## src/rtl/prio_vec_irq.sv

```systemverilog
module prio_vec_irq #(
  parameter int VW = 16,
  parameter logic [VW-1:0] TOP_VEC  = 16'h0024,
  parameter logic [VW-1:0] EDGE_VEC = 16'h003C,
  parameter logic [VW-1:0] HI_VEC   = 16'h0034,
  parameter logic [VW-1:0] LO_VEC   = 16'h002C
) (
  input  logic          clk,
  input  logic          rst_n,
  input  logic          boundary,
  input  logic          cmd_valid,
  input  logic [1:0]    cmd_op,
  input  logic [7:0]    cmd_data,
  output logic [7:0]    cmd_rdata,
  input  logic          req_top,
  input  logic          req_edge,
  input  logic          req_hi,
  input  logic          req_lo,
  input  logic          req_ext,
  input  logic [VW-1:0] ext_vector,
  output logic          irq,
  output logic          ack,
  output logic          ext_ack,
  output logic [VW-1:0] vector,
  output logic          ser_out,
  input  logic          ser_in
);
  localparam logic [1:0] OP_ON = 2'd0, OP_OFF = 2'd1, OP_MASK = 2'd2, OP_STAT = 2'd3;

  logic       ie, hold;
  logic [2:0] mask;
  logic       top_pend, top_q, edge_pend, edge_q;
  logic [VW-1:0] win_vec;

  wire open_gate = ie & ~hold;
  wire sel_top  = top_pend & req_top;
  wire sel_edge = open_gate & edge_pend & ~mask[2];
  wire sel_hi   = open_gate & req_hi & ~mask[1];
  wire sel_lo   = open_gate & req_lo & ~mask[0];
  wire sel_ext  = open_gate & req_ext;
  wire win_ext  = ~sel_top & ~sel_edge & ~sel_hi & ~sel_lo & sel_ext;

  assign irq = sel_top | sel_edge | sel_hi | sel_lo | sel_ext;
  wire take = boundary & irq;

  wire is_on   = cmd_valid && cmd_op == OP_ON;
  wire is_off  = cmd_valid && cmd_op == OP_OFF;
  wire is_mask = cmd_valid && cmd_op == OP_MASK;
  wire is_stat = cmd_valid && cmd_op == OP_STAT;

  always_comb begin
    if (sel_top)       win_vec = TOP_VEC;
    else if (sel_edge) win_vec = EDGE_VEC;
    else if (sel_hi)   win_vec = HI_VEC;
    else if (sel_lo)   win_vec = LO_VEC;
    else               win_vec = ext_vector;
  end

  always_ff @(posedge clk or negedge rst_n) begin
    if (!rst_n) begin
      ie        <= 1'b0;
      hold      <= 1'b0;
      mask      <= 3'b111;
      top_pend  <= 1'b0;
      top_q     <= 1'b0;
      edge_pend <= 1'b0;
      edge_q    <= 1'b0;
      ack       <= 1'b0;
      ext_ack   <= 1'b0;
      vector    <= '0;
      cmd_rdata <= 8'h00;
      ser_out   <= 1'b0;
    end else begin
      ack     <= take;
      ext_ack <= take & win_ext;
      if (take) vector <= win_vec;
      if (boundary) hold <= 1'b0;
      if (take && !sel_top) ie <= 1'b0;
      if (take && sel_top) top_pend <= 1'b0;
      if (req_top && !top_q) top_pend <= 1'b1;
      top_q <= req_top;
      if ((take && !sel_top && sel_edge) || (is_mask && cmd_data[4])) edge_pend <= 1'b0;
      if (req_edge && !edge_q) edge_pend <= 1'b1;
      edge_q <= req_edge;
      if (is_on) begin
        ie   <= 1'b1;
        hold <= 1'b1;
      end
      if (is_off) begin
        ie   <= 1'b0;
        hold <= 1'b0;
      end
      if (is_mask) begin
        if (cmd_data[3]) mask <= cmd_data[2:0];
        if (cmd_data[6]) ser_out <= cmd_data[7];
      end
      if (is_stat) cmd_rdata <= {ser_in, edge_pend, req_hi, req_lo, ie, mask};
    end
  end

  p_ack_after_boundary_r11: assert property (@(posedge clk) disable iff (!rst_n)
    ack |-> $past(boundary));
  p_ext_vector_r4: assert property (@(posedge clk) disable iff (!rst_n)
    ext_ack |-> (ack && vector == $past(ext_vector)));
  p_gate_closes_r7: assert property (@(posedge clk) disable iff (!rst_n)
    (ack && (ext_ack || vector != TOP_VEC) && !$past(cmd_valid)) |-> !ie);
  p_mask_respected_r8: assert property (@(posedge clk) disable iff (!rst_n)
    (ack && !ext_ack && vector == HI_VEC) |-> !$past(mask[1]));
  p_holdoff_r6: assert property (@(posedge clk) disable iff (!rst_n)
    (ack && (ext_ack || vector != TOP_VEC)) |-> !$past(hold));
  p_single_ack_r2: assert property (@(posedge clk) disable iff (!rst_n)
    ext_ack |-> !$past(sel_top || sel_edge || sel_hi || sel_lo));
endmodule

```

## config.mk

```make
export PLATFORM = sky130hd
export DESIGN_NAME = prio_vec_irq
export DESIGN_NICKNAME = d
export VERILOG_FILES = /design/src/rtl/prio_vec_irq.sv
export SDC_FILE = /design/constraint.sdc
export NUM_CORES = 1
export LEC_CHECK = 0
export ABC_AREA = 1
export BUFFER_PORTS_ARGS = -buffer_cell sky130_fd_sc_hd__buf_2
export CAP_MARGIN = 20
export CORE_MARGIN = 1
export CORE_UTILIZATION = 47
export DETAILED_ROUTE_END_ITERATION = 6
export PLACE_DENSITY = 0.8
export REMOVE_ABC_BUFFERS = 1
export SYNTH_ARGS = -nofsm -noshare
export SYNTH_HDL_FRONTEND = slang
export SYNTH_SLANG_ARGS = --single-unit
```

## constraint.sdc

```tcl
create_clock -name clk -period 1.5 [get_ports clk]
set_input_delay 0.075 -clock clk [delete_from_list [all_inputs] [get_ports clk]]
set_output_delay 0.075 -clock clk [all_outputs]
set_load 0.005 [all_outputs]
```

Word-level counts from Yosys, hierarchy flattened:

Cells that the tools add are included.

* bitwise logic cells: 27
* eq/ne operators: 3
* multiplexer cells: 14
* reductions and logical operators: 21

Operator list (count)
* 2-to-1 mux 16 bit: 4
* bitwise AND 1 bit: 15
* logical AND 1 bit: 10
* 2-to-1 mux 1 bit: 10
* inverter 1 bit: 8
* nonzero test 3 bit: 2
* == test 2 bit, second input constant: 2
* OR 1 bit: 4
* AND reduction 2 bit: 2
* nonzero test 2 bit: 2
* zero test 1 bit: 3
* == test 2 x 1 -> 1 bit, second input constant: 1
* zero test 2 bit: 1
* logical OR 1 bit: 1

* bits in registers: 36
* output and inout port bits: 28
* word-level logic and storage cells: 77

Logic depth before layout (Yosys ltp):

* depth in word-level cells: 14
* depth in mapped cells: 10
* depth with buffers taken out: 9

Least setup slack after synthesis:

Ideal clock, no wire load.

* path type: flip-flop to flip-flop
* start point: register mask[1]
* end point: register vector[14]
* library setup time: 0.065 ns
* arrival time: 1.202 ns
* clock period less this slack: 1.267 ns
* slack: 0.233 ns
* cell stages (with the launch flop): 10
* path through: dfstp_2 > inv_1 > nand2_1 > nor2_2 > nor2_4 > nand3_4 > nand2_4 > buf_6 > nand2_1 > nand2_1

* word-level cells in the longest chain between the ends: 6
* elaborated cells on any way between the ends: 9
* classes of those cells: mux: 3; bitwise: 6

Ends and longest elaborated chain
* start, declared: line 31 `logic [2:0] mask;`
* start signal, assigned: line 94 `if (cmd_data[3]) mask <= cmd_data[2:0];`
* inverter 1 bit: line 38 `wire sel_hi = open_gate & req_hi & ~mask[1];`
* bitwise AND 1 bit: line 38
* OR 1 bit (3 in a row): line 43 `assign irq = sel_top | sel_edge | sel_hi | sel_lo | sel_ext;`
* net irq: line 21 `output logic irq,`
* bitwise AND 1 bit: line 44 `wire take = boundary & irq;`
* end signal, assigned: line 76 `if (take) vector <= win_vec;`
* end, declared: line 24 `output logic [VW-1:0] vector,`

The timed path passes the listed nets, and every way through them passes these cells.
A chain may end at the register's enable or synchronous reset.

Worst setup path in the final report:

* start point: register mask[0]
* end point: output irq

* word-level cells in the longest chain between the ends: 4

Ends and longest elaborated chain
* inverter 1 bit: line 39 `wire sel_lo = open_gate & req_lo & ~mask[0];`
* bitwise AND 1 bit: line 39
* OR 1 bit (2 in a row): line 43
* end, declared: line 21

Every way passes these cells.

==> flow_summary_export.csv <==
group,metric,value,unit
sta,slew_violations,0,
pwr,p_leak,1.22,nW
floorplanning,io_pins,64,
clock_tree,clkTransAtPathRegs,0.10,ns
synthesis,synthMuxAreaShare,3.72,%
synthesis,synth_xor_area_share,0,%
sta,setup_viol,0,
global_route,antenna_found_initial,0,
pwr,max-vdd-ir-drop,0.714,mV
pwr,power_density,1030,nW/um2
floorplanning,dieArea,3450,um2
setup_path,crit_type,"flip-flop to output port",
placed_design,place_inst,266,
sta,relSlewSlack,70.2,%
sta,skew,0.00397,ns
cells_and_area,fin_cells,303,
clock_tree,clockBufferDepth,2,
clock_tree,cts_made_buffers,5,
global_route,overflow,0,
synthesis,synth_top_cell_area_share,54.6,%
route,dr.pass1.iters,4,
pwr,finalPower,2.31,mW
synthesis,synth_warnings,0,
global_route,grt_first_pass_wirelength,5240,um
synthesis,synth_common_cells,"nand2_1, dfrtp_1, nor2_1",
worst_hold_path,worstHoldPathType,"primary input to flip-flop",
synthesis,synth_edf_count,0,
route,vias,1379,
synthesis,netlist_instances,162,
floorplanning,die_h,58.7,um
route,first_iter_violations,50,
synthesis,yosysMostFrequentCell,"nand2_1",
setup_path,path_max_fanout,3,
synthesis,post_synth.cell_area_avg,9.34,um2
global_route,grt_pass1_vias,1270,
floorplanning,coreArea,3050,um2
synthesis,ys_ff_latch,36,
global_route,grt_max_degree,21,
cells_and_area,fin_nets,294,
synthesis,ys.flop_type,"dfrtp_1",
setup_path,cp.arrival,1.40,ns
placed_design,hpwl,2170,um
route,vias_per_cell,4.55,
synthesis,synth-simple-area-share,26.2,%
synthesis,synth_top_family_by_area,"simple AND/OR/NAND/NOR gates",
cells_and_area,drive_gt1_share,39.0,%
placed_design,finalWeightedCongestion,0.736,
clock_tree,cts_root_buf,"clkbuf_4",
synthesis,synth_fa_ha_area_share,0,%
run,drv_cap,0,
sta,final.setup.tns,0,ns
cells_and_area,area_delta_synth_final,47.6,%
outcome,status,"completed",
synthesis,async_reset_ff_share,100,%
placed_design,port-buffer-count,62,
sta,period_needed,1.48,ns
clock_tree,clock-sinks,36,
setup_path,r2r_slack,0.08,ns
synthesis,synth_area_leader_cell,"dfrtp_1",
floorplanning,start_util,49.5,%
placed_design,placed_area,1870,um2
synthesis,yosysSeqAreaShare,59.8,%
route,post_drt_wl_per_cell,10.8,um
clock_tree,htree_num_levels,2,
clock_tree,clock_latency,0.33,ns
synthesis,synth-compound-area-share,4.47,%
synthesis,synth.distinct_cells,21,
placed_design,place_ws,0.0664,ns
route,drc,0,
floorplanning,num_rows,20,
clock_tree,cts_tree,"yes",
route,finalWirelength,3290,um
setup_path,startpoint_type,"flip-flop",
cells_and_area,diodes,0,
cells_and_area,post-route-cell-area,2230,um2
sta,setup_slack,0.0226,ns
sta,hold_viol,0,
setup_path,cp.required,1.42,ns
route,ant_nets,0,
sta,worstMarginPinSlew,0.445,ns
sta,fmax,677,MHz
synthesis,synthTopCellsByArea,"dfrtp_1, nand2_1, dfstp_2",
sta,period_share,98.5,%
sta,rsz0062_at_grt,"true",
setup_path,crit_path_end_kind,"output port",
global_route,grt.total_usage,20.8,%
synthesis,synth_area,1510,um2
floorplanning,die_x,58.7,um
## report_power, final
part           internal [mW]  switching (mW)  leakage [nW]  total (mW)
clock network          0.223           0.305        0.0380       0.528
registers               1.13          0.0733         0.441        1.21
logic                  0.298           0.281         0.744       0.578
total                   1.65           0.659          1.22        2.31
## per-stage QoR
| step | hold WS, ns | utilization [%] |
|---|---|---|
| 2_1_floorplan | -0.221 | - |
| 3_3_place_gp | 0.0214 | 61.3 |
| 3_5_place_dp | 0.0202 | 61.3 |
| 4_1_cts | 0.0160 | 72.0 |
| 5_1_grt | 0.0413 | 73.2 |
| 6_report | 0.0305 | 73.2 |
## placed cells by master (no fill, tap or decap), drive strengths merged
cell and instances:
nand2 61, mux2 5, or2 1, nand4 1, dfstp 3, clkbuf 6
buf 67, nand3 4, dfrtp 33, clkinv 2, dlygate4sd3 25, o21ai 8
a21oi 4, nor2 22, o21a 1, inv 16
## routing by layer
| metal | wire [um] | track usage [%] |
|---|---|---|
| met1 | 1350 | 24.2 |
| met4 | 71 | 8.50 |
| met3 | 143 | 6.59 |
| met5 | 0 | 0 |
| met2 | 1720 | 35.4 |
## cell type report
type / count / area (um2)
Clock buffer: 6 / 51.3
Clock inverter: 2 / 10.0
Fill cell: 230 / 820
Inverter: 16 / 65.1
Multi-Input combinational cell: 107 / 531
Sequential cell: 36 / 905
Tap cell: 44 / 55.1
Timing Repair Buffer: 92 / 617
## cell families after synthesis
family                 Yosys count
AOI/OAI and AO/OA               13
buffers and inverters           19
DFF                             36
muxes                            5
and+or+nand+nor                 89
## sequential cells by signal, summed over array words and instances (netlist names)
name,count
cmd_rdata,8
edge_q,1
ext_ack,1
ack,1
ie,1
mask,3
top_q,1
top_pend,1
hold,1
edge_pend,1
ser_out,1
vector,16
## worst max-delay path, cell delays in order, from the launching register on
cell and delay (ns):
dfstp_2 0.54, inv_2 0.04, nand2_2 0.08, nor2_4 0.05, nor2_4 0.14, nand3_4 0.10
buf_6 0.13
## path summary, 6_finish.rpt
check                          start          to  cells past startpoint
max                          mask[0]         irq                      6
min                        cmd_op[1]        hold                      4
max reg2reg                  mask[0]          ie                      9
min reg2reg                vector[7]   vector[7]                      2
max in group asynchronous      rst_n     mask[0]                      3
min in group asynchronous      rst_n  vector[15]                      2
## repair_timing
item / in CTS / in global routing
cloned: 0 / 0
hold endpoints to repair: 58 / 0
setup buffers: 2 / 2
resized for setup: 0 / 9
pin swaps: 1 / 4
hold buffers: 25 / 0
setup endpoints to repair: 1 / 16
No activity file was read; power rests on OpenSTA's default activity.
